==> config.mk <==
export PLATFORM = sky130hd
export DESIGN_NAME = hsk_ctrl_status
export DESIGN_NICKNAME = d
export VERILOG_FILES = /design/src/rtl/hsk_pkg.sv /design/src/rtl/hsk_bus_ctrl.sv /design/src/rtl/hsk_line_sync.sv /design/src/rtl/hsk_status_dp.sv /design/src/rtl/hsk_ctrl_status.sv
export SDC_FILE = /design/constraint.sdc
export NUM_CORES = 1
export LEC_CHECK = 0
export ABC_AREA = 1
export CAP_MARGIN = 5
export CELL_PAD_IN_SITES_DETAIL_PLACEMENT = 1
export CELL_PAD_IN_SITES_GLOBAL_PLACEMENT = 1
export CORE_UTILIZATION = 40
export DETAILED_ROUTE_END_ITERATION = 10
export PLACE_DENSITY = 0.78
export SKIP_LAST_GASP = 1
export SLEW_MARGIN = 5
export SYNTH_ARGS = -nofsm -noshare
export SYNTH_HDL_FRONTEND = slang
export SYNTH_SLANG_ARGS = --single-unit
==> constraint.sdc <==
create_clock -name clk -period 1.25 [get_ports clk]
set_input_delay 0.1875 -clock clk [delete_from_list [all_inputs] [get_ports clk]]
set_output_delay 0.1875 -clock clk [all_outputs]
set_load 0.05 [all_outputs]
==> src/rtl/hsk_pkg.sv <==
package hsk_pkg;
  localparam int ADDR_W    = 6;
  localparam int DATA_W    = 8;
  localparam int NUM_LINES = 4;
  localparam int HALF_W    = DATA_W / 2;

  localparam logic [ADDR_W-1:0] OFF_GEN  = 6'h00;
  localparam logic [ADDR_W-1:0] OFF_SVC  = 6'h02;
  localparam logic [ADDR_W-1:0] OFF_DIRA = 6'h04;
  localparam logic [ADDR_W-1:0] OFF_DIRB = 6'h06;
  localparam logic [ADDR_W-1:0] OFF_CTLA = 6'h0C;
  localparam logic [ADDR_W-1:0] OFF_CTLB = 6'h0E;
  localparam logic [ADDR_W-1:0] OFF_STAT = 6'h1A;

  localparam int GEN_EN_LO = 4;  // enables lines 1 and 2
  localparam int GEN_EN_HI = 5;  // enables lines 3 and 4
  localparam int IE_FIRST  = 1;  // interrupt enable of first line in a port control byte
  localparam int IE_SECOND = 2;  // interrupt enable of second line

  typedef enum logic [2:0] {
    SEL_NONE, SEL_GEN, SEL_SVC, SEL_DIRA, SEL_DIRB, SEL_CTLA, SEL_CTLB, SEL_STAT
  } regSel_e;

  typedef struct packed {
    logic    wrEn;
    logic    rdEn;
    regSel_e sel;
  } busStrobe_t;
endpackage

==> src/rtl/hsk_bus_ctrl.sv <==
module hsk_bus_ctrl
  import hsk_pkg::*;
(
  input  logic              cs,
  input  logic              rnw,
  input  logic [ADDR_W-1:0] addr,
  output busStrobe_t        strobe
);
  regSel_e selNow;

  always_comb begin
    unique case (addr)
      OFF_GEN:  selNow = SEL_GEN;
      OFF_SVC:  selNow = SEL_SVC;
      OFF_DIRA: selNow = SEL_DIRA;
      OFF_DIRB: selNow = SEL_DIRB;
      OFF_CTLA: selNow = SEL_CTLA;
      OFF_CTLB: selNow = SEL_CTLB;
      OFF_STAT: selNow = SEL_STAT;
      default:  selNow = SEL_NONE;
    endcase
  end

  always_comb begin
    strobe.wrEn = cs & ~rnw;
    strobe.rdEn = cs & rnw;
    strobe.sel  = selNow;
  end
endmodule

==> src/rtl/hsk_line_sync.sv <==
module hsk_line_sync #(
  parameter int WIDTH  = 4,
  parameter int STAGES = 2
) (
  input  logic             clk,
  input  logic             rst,
  input  logic [WIDTH-1:0] pinIn,
  output logic [WIDTH-1:0] syncOut,
  output logic [WIDTH-1:0] prevOut
);
  localparam int DEPTH = STAGES + 1;
  logic [WIDTH-1:0] chain [DEPTH];

  always_ff @(posedge clk) begin
    if (rst) chain[0] <= '0;
    else     chain[0] <= pinIn;
  end

  genvar k;
  generate
    for (k = 1; k < DEPTH; k++) begin : g_stage
      always_ff @(posedge clk) begin
        if (rst) chain[k] <= '0;
        else     chain[k] <= chain[k-1];
      end
    end
  endgenerate

  assign syncOut = chain[STAGES-1];
  assign prevOut = chain[STAGES];
endmodule

==> src/rtl/hsk_status_dp.sv <==
module hsk_status_dp
  import hsk_pkg::*;
(
  input  logic                 clk,
  input  logic                 rst,
  input  busStrobe_t           strobe,
  input  logic [DATA_W-1:0]    wdata,
  input  logic [NUM_LINES-1:0] syncLvl,
  input  logic [NUM_LINES-1:0] prevLvl,
  output logic [DATA_W-1:0]    rdata,
  output logic                 irq,
  output logic [DATA_W-1:0]    genCtl,
  output logic [NUM_LINES-1:0] flags
);
  logic [DATA_W-1:0]    svcReg, dirA, dirB, ctlA, ctlB;
  logic [NUM_LINES-1:0] sense, activeNow, activePrev, riseEv;
  logic [NUM_LINES-1:0] pairEn, clrMask, intEn;

  always_ff @(posedge clk) begin
    if (rst) begin
      genCtl <= '0;
      svcReg <= '0;
      dirA   <= '0;
      dirB   <= '0;
      ctlA   <= '0;
      ctlB   <= '0;
    end else if (strobe.wrEn) begin
      case (strobe.sel)
        SEL_GEN:  genCtl <= wdata;
        SEL_SVC:  svcReg <= wdata;
        SEL_DIRA: dirA   <= wdata;
        SEL_DIRB: dirB   <= wdata;
        SEL_CTLA: ctlA   <= wdata;
        SEL_CTLB: ctlB   <= wdata;
        default: ;
      endcase
    end
  end

  assign sense      = genCtl[NUM_LINES-1:0];
  assign activeNow  = ~(syncLvl ^ sense);
  assign activePrev = ~(prevLvl ^ sense);
  assign riseEv     = activeNow & ~activePrev;
  assign pairEn     = {genCtl[GEN_EN_HI], genCtl[GEN_EN_HI], genCtl[GEN_EN_LO], genCtl[GEN_EN_LO]};
  assign clrMask    = (strobe.wrEn && strobe.sel == SEL_STAT) ? wdata[NUM_LINES-1:0] : '0;
  assign intEn      = {ctlB[IE_SECOND], ctlB[IE_FIRST], ctlA[IE_SECOND], ctlA[IE_FIRST]};

  always_ff @(posedge clk) begin
    if (rst) flags <= '0;
    else     flags <= pairEn & (riseEv | (flags & ~clrMask));
  end

  assign irq = |(flags & intEn);

  always_comb begin
    rdata = '0;
    if (strobe.rdEn) begin
      case (strobe.sel)
        SEL_GEN:  rdata = genCtl;
        SEL_SVC:  rdata = svcReg;
        SEL_DIRA: rdata = dirA;
        SEL_DIRB: rdata = dirB;
        SEL_CTLA: rdata = ctlA;
        SEL_CTLB: rdata = ctlB;
        SEL_STAT: rdata = {activeNow, flags};
        default:  rdata = '0;
      endcase
    end
  end
endmodule

==> src/rtl/hsk_ctrl_status.sv <==
module hsk_ctrl_status
  import hsk_pkg::*;
#(
  parameter int SYNC_STAGES = 2
) (
  input  logic                 clk,
  input  logic                 rst,
  input  logic                 cs,
  input  logic                 rnw,
  input  logic [ADDR_W-1:0]    addr,
  input  logic [DATA_W-1:0]    wdata,
  output logic [DATA_W-1:0]    rdata,
  input  logic [NUM_LINES-1:0] hPin,
  output logic                 irq
);
  busStrobe_t           strobe;
  logic [NUM_LINES-1:0] syncLvl, prevLvl, statFlags;
  logic [DATA_W-1:0]    genCtl;

  hsk_bus_ctrl u_ctrl (
    .cs(cs), .rnw(rnw), .addr(addr), .strobe(strobe)
  );

  hsk_line_sync #(.WIDTH(NUM_LINES), .STAGES(SYNC_STAGES)) u_sync (
    .clk(clk), .rst(rst), .pinIn(hPin), .syncOut(syncLvl), .prevOut(prevLvl)
  );

  hsk_status_dp u_dp (
    .clk(clk), .rst(rst), .strobe(strobe), .wdata(wdata),
    .syncLvl(syncLvl), .prevLvl(prevLvl), .rdata(rdata), .irq(irq),
    .genCtl(genCtl), .flags(statFlags)
  );
endmodule

==> qor.txt, run 1 <==
Flop pwr share: 0.444
Final Max Tran Viols: 0
Critical Path Max Stage Delay: 0.25 ns
Syn avg cell area: 6.88 um^2
Drt via density: 6.03
Clock Pin Slew Worst Setup and Hold Paths: 0.07 ns
Final ANT Viol Nets: 0
Crit-path slowest cell: nor2_4
First-pass GRT wire length: 19,600 um
CTS Buffer Depth: 2
Family with the most delay on the worst path: simple AND/OR/NAND/NOR gates
Final Total Pwr: 4670 uW
Cell-by-cell trace of the critical path: buf_8, inv_1, nand2_1, nor2_4, nand2_1, nor2_1, nor2_1, a21oi_4, buf_12
Initial antenna violation count: 0
CTS Buf Count: 9
Leak: 0.00192 uW
Clk_lat worst skew: 0.36 ns
Post-Synth Adder-Cell Area: 0
Psw: 1260 uW
Largest family of logic cells by synthesized area: simple AND/OR/NAND/NOR gates
Worst min path class: in2reg
Nets@finish: 558
Final WS setup: -0.543 ns
Die width: 88.7 um
Clk sinks: 64
Max IR drop VDD: 844 uV
Required time of the critical path: 1.06 ns
GRT overflow: 0
Number of DRC markers in iteration 0: 305
Flops & latches, synth: 64
Fmax: 558 MHz
Clock skew: 0.00503 ns
Largest net degree at the start of global routing: 51
Power Dens Cells: 987 mW/mm^2
Sum of buffers and inverters on the critical path: 3
H-tree levels: 3
Layout cells sized above 1: 0.393
IO Pins: 31
Syn_nets: 459
Internal power: 3420 uW
GP Congestion: 0.885
Worst EP arrival: 1.61 ns
Slew @ Worst Pin: 0.509 ns
Fin util: 0.653
Clock power frac: 0.427
Crit path kind: in2out
Compound-cell area share of the yosys netlist: 0.137
Final setup viols: 25
Outcome: finished with violations
Starting Density: 0.414
RSZ-0062 raised after global routing: true
Crit Path Max Fanout: 6
Crit. End Element: output port
Post-synthesis simple-gate area fraction: 0.331
Synth Instances: 437
Die ar.: 0.00786 mm^2
CTS tree: done
Vias in the first global route: 3,619
I/O Buffers: 30
Comb pwr share: 0.129
Post-Syn Area: 0.00301 mm^2
Setup WS pre-CTS: -0.836 ns
Type of origin of the critical path: input port
Total number of placement rows: 31
Sequential fraction of the synthesis area: 0.426
Die height: 88.7 um
Final min period: 1.79 ns
Router iterations before antenna repair: 5
Rel. slew slack: 0.660
Mux contribution to synthesized area: 0.0150
Gr usage total: 0.348
Final wirelength: 16,100 um
Xor/xnor cell area share of the yosys netlist: 0
Distinct cells, synth: 20
ANT cells: 0
Core box area: 0.00725 mm^2
DP Wirelength: 7380 um
DRC errors left: 0
Area grow syn2layout: 57.7%
Failing checks: setup timing
Fin crit share: 1.43
Endpoints failing hold: 0
Yosys warns: 0
Sw Share: 0.269
Vias: 3,855
Max-Cap Viols: 0
Root buf cell: clkbuf_8
Per-cell routed wire length: 25.1 um
## worst min-delay path: cells and delay by family
kind,cells,cell delay (ns)
buf+inv,2,0.44
simple gates,1,0.03
## power groups by stage
stage | Clock, uW | Combinational, uW | Sequential (uW)
detailed placement | 0 | 422 | 2120
finish | 2000 | 605 | 2070
global placement | 0 | 410 | 2120
CTS | 1960 | 502 | 2070
global route | 2050 | 620 | 2070
floorplan | 0 | 179 | 2110
## timing repair
| item | 4_1_cts | 5_1_grt |
|---|---|---|
| gates resized for setup | 100 | 64 |
| pin swaps | 44 | 29 |
| endpoints found under the setup margin | 61 | 59 |
| setup buffers | 12 | 12 |
| gates cloned | 4 | 1 |
| hold buffers | 0 | 0 |
## cells in the mapped netlist
| master | instances | share of area |
|---|---|---|
| nor2_1 | 90 | 0.11 |
| nand2_1 | 66 | 0.082 |
| dfxtp_1 | 64 | 0.43 |
| inv_1 | 47 | 0.059 |
| o21ai_0 | 46 | 0.077 |
| a21oi_1 | 34 | 0.057 |
| nand3_1 | 30 | 0.050 |
| nand4_1 | 19 | 0.040 |
| nor2_2 | 9 | 0.019 |
| buf_2 | 6 | 0.010 |
| clkbuf_1 | 6 | 0.0075 |
| buf_4 | 4 | 0.010 |
| mux2_2 | 4 | 0.015 |
| nor2_4 | 3 | 0.011 |
| nand2_2 | 2 | 0.0042 |
| nand3_2 | 2 | 0.0067 |
| o21ai_1 | 2 | 0.0033 |
| buf_6 | 1 | 0.0037 |
| inv_2 | 1 | 0.0012 |
| nand3_4 | 1 | 0.0058 |
## layout make-up
type,instances,area (um^2)
Sequential cell,64,1290
Timing Repair Buffer,102,1110
Multi-Input combinational cell,311,1810
Fill cell,884,2510
Tap cell,99,124
Clock inverter,6,85.1
Clock buffer,9,124
Inverter,48,195
## logic make-up (layout without fill, tap and decap cells)
| logic type | after synthesis | count (layout) |
|---|---|---|
| and+or+nand+nor | 222 | 225 |
| muxes | 4 | 4 |
| AOI/OAI and AO/OA | 82 | 82 |
| buffers and inverters | 65 | 165 |
| DFF | 64 | 64 |
## stage by stage
stage                     cells  setup TNS (ns)  hold slack [ns]  cell area [um^2]
after floorplan             437          -0.942            0.259              3120
after global routing        639           -5.28            0.383              4740
after global placement      598          -36.62            0.390              3940
after CTS                   628           -2.86            0.347              4470
after detailed placement    598          -39.16            0.401              3940
final                       639           -4.59            0.341              4740
## placed cells by master (no fill, tap or decap), types with 4 or more instances in the layout
master / n
nor2_1: 72
dfxtp_1: 54
buf_4: 51
nand2_1: 38
inv_1: 33
o21ai_0: 32
nand2_2: 29
nand3_1: 28
a21oi_1: 25
nand4_1: 19
nor2_4: 16
nor2_2: 15
buf_12: 15
clkdlybuf4s50_1: 13
buf_6: 13
o21ai_1: 12
inv_2: 11
dfxtp_2: 10
clkbuf_8: 9
a21oi_4: 7
nand3_4: 5
clkinvlp_4: 4
o21ai_2: 4
buf_8: 4
## state kept, by name, indices dropped and copies added (netlist names)
register and count:
u_dp.ctlA 8, u_dp.ctlB 8, u_dp.dirA 8, u_dp.dirB 8, u_dp.flags 4, u_dp.genCtl 8
u_dp.svcReg 8, u_sync.chain 12
## routing by layer
layer / routed length (um) / GRT usage
met1: 5900 / 0.409
met2: 7750 / 0.583
met3: 1270 / 0.0709
met4: 1140 / 0.213
met5: 0 / 0
## path summary, 6_finish.rpt
kind | from | end | slack [ns] | cells after the start
min reg2reg | u_sync.chain[0][2] | u_sync.chain[1][2] | 0.41 | 2
max | addr[5] | rdata[4] | -0.54 | 9
max reg2reg | u_sync.chain[1][3] | u_dp.flags[3] | 0.01 | 7
min | hPin[2] | u_sync.chain[0][2] | 0.34 | 3
Power figures use the tool's default switching activity.
==> inputs of run 2 (changes only) <==
- SKIP_CTS_REPAIR_TIMING: default -> 1
==> run 2 against run 1 <==
Effect of this change: the flow still finishes with violations (setup timing); die area stayed put; critical path type is now reg2out; critical endpoint is now rdata[7]; via count is 4.4% lower; largest cell class unchanged; wire length is 9.4% lower.
==> qor.txt, run 2 (same netlist as run 1, synthesis figures left out) <==
Core box area: 0.00725 mm^2 (unchanged)
CP dominant cell by count: nand2_1
Clock Pin Slew Worst Setup and Hold Paths: 0.07 ns (about the same)
Vias: 3,686 (-4.4%)
Nets@finish: 552 (-1.1%)
Clock skew: 0.0104 ns (+0.00533 ns)
Total number of placement rows: 31 (unchanged)
Most common cell after layout, fill and taps aside: nor2_1
Post-DP Area: 0.00394 mm^2 (unchanged)
First-pass GRT wire length: 16,100 um (-18%)
Fin util: 0.648 (-0.00518)
Setup_tns: -5.13 ns (-0.541 ns)
Drt via density: 5.82 (-3.5%)
CTS Buf Count: 9 (unchanged)
Outcome: finished with violations
Power Dens Cells: 999 mW/mm^2 (+1.2%)
Final Total Pwr: 4690 uW (+0.41%)
Endpoints failing hold: 0 (unchanged)
I/O Buffers: 30 (unchanged)
Crit-path slowest cell: dfxtp_2
DRC errors left: 0 (unchanged)
Starting Density: 0.414 (unchanged)
Type of origin of the critical path: register
Final instance area: 0.00470 mm^2 (-0.79%)
RSZ-0062 raised after global routing: true
H-tree levels: 3 (unchanged)
Max-Cap Viols: 0 (unchanged)
Setup WS pre-CTS: -0.836 ns (unchanged)
CTS tree: done
Crit Path Max Fanout: 2 (-4)
Max IR drop VDD: 786 uV (-6.9%)
Final setup viols: 34 (+36%)
Leak: 0.00186 uW (-3.1%)
Fmax: 552 MHz (-1.1%)
Worst EP arrival: 1.63 ns (+0.02 ns)
Final min period: 1.81 ns (+0.0202 ns)
Clk_lat worst skew: 0.36 ns (about the same)
Die height: 88.7 um (unchanged)
Die ar.: 0.00786 mm^2 (unchanged)
CTS Buffer Depth: 2 (unchanged)
Final Max Tran Viols: 0 (unchanged)
Layout cells sized above 1: 0.393 (+0.000666)
Reg2Reg Setup Slack: 0.18 ns (+0.17 ns)
Required time of the critical path: 1.06 ns (about the same)
Worst min path class: in2reg
Initial antenna violation count: 0 (unchanged)
Final WS setup: -0.563 ns (-0.0202 ns)
Commonest non-fill, non-tap cells in the layout: nor2_1 (66), dfxtp_1 (54), buf_4 (46)
ANT cells: 0 (unchanged)
Vias in the first global route: 3,199 (-12%)
Root buf cell: clkbuf_8
Area grow syn2layout: 56.4%
Gr usage total: 0.281 (-0.0674)
Biggest register: u_sync.chain
Cell-by-cell trace of the critical path: inv_2, nand2_2, nand2_1, nand3_1, nand2_1, nor2_1, nand2_1, nand2_2, clkinvlp_4, buf_12
GRT overflow: 0 (unchanged)
Slew @ Worst Pin: 0.499 ns (-0.00985 ns)
Crit path kind: reg2out
Critical Path Max Stage Delay: 0.34 ns (+0.09 ns)
Clk sinks: 64 (unchanged)
Rel. slew slack: 0.666 (+0.00659)
Final ANT Viol Nets: 0 (unchanged)
GP Congestion: 0.885 (unchanged)
Number of DRC markers in iteration 0: 264 (-13%)
Failing checks: setup timing
Family with the most delay on the worst path: simple AND/OR/NAND/NOR gates
Largest net degree at the start of global routing: 51 (unchanged)
Die width: 88.7 um (unchanged)
Router iterations before antenna repair: 5 (unchanged)
IO Pins: 31 (unchanged)
Fin crit share: 1.45 (+0.0162)
Per-cell routed wire length: 23.0 um (-8.5%)
Crit. End Element: output port
Final wirelength: 14,600 um (-9.4%)
Sum of buffers and inverters on the critical path: 3 (unchanged)
DP Wirelength: 7380 um (unchanged)
Max reg flops: 12 (unchanged)
## run 2: changes by cell type in the layout (fill, tap and decap cells not counted), sizes merged
cell / delta
buf: -10
clkbuf: +3
clkdlybuf4s50: +1
dlymetal6s2s: -1
nor2: +1
## run 2: worst reg2reg max path: stages, from the launching register on
cell,delay [ns]
dfxtp_2,0.34
inv_2,0.07
nand2_2,0.06
mux2_2,0.28
a21oi_1,0.24
## run 2: per-layer routing
metal  GRT usage  up-vias  wire length (um)
met2       0.483      213              7110
li1            -     1612                 -
met4      0.0938        0               831
met5           0        -                 0
met1       0.346     1796              5630
met3      0.0625       65               986
## run 2: final timing paths
| check | startpoint | end | cells past startpoint |
|---|---|---|---|
| max | u_dp.genCtl[3] | rdata[7] | 10 |
| max reg2reg | u_sync.chain[1][0] | u_dp.flags[0] | 4 |
| min | hPin[3] | u_sync.chain[0][3] | 3 |
| min reg2reg | u_sync.chain[0][2] | u_sync.chain[1][2] | 2 |
## run 2: power by group
part	internal, uW	switching (uW)
clock	1100	931
combinational	246	338
sequential	2060	13.8
## run 2: through the flow
stage          std cells  hold WS, ns
3_5_place_dp         598        0.401
6_report             633        0.355
5_1_grt              633        0.373
2_1_floorplan        437        0.259
3_3_place_gp         598        0.390
4_1_cts              613        0.347
## run 2: area by class of cell
type	instances	area (um^2)
Inverter	48	195
Clock inverter	6	85.1
Fill cell	879	2550
Tap cell	99	124
Sequential cell	64	1290
Multi-Input combinational cell	312	1840
Clock buffer	9	124
Timing Repair Buffer	95	1040
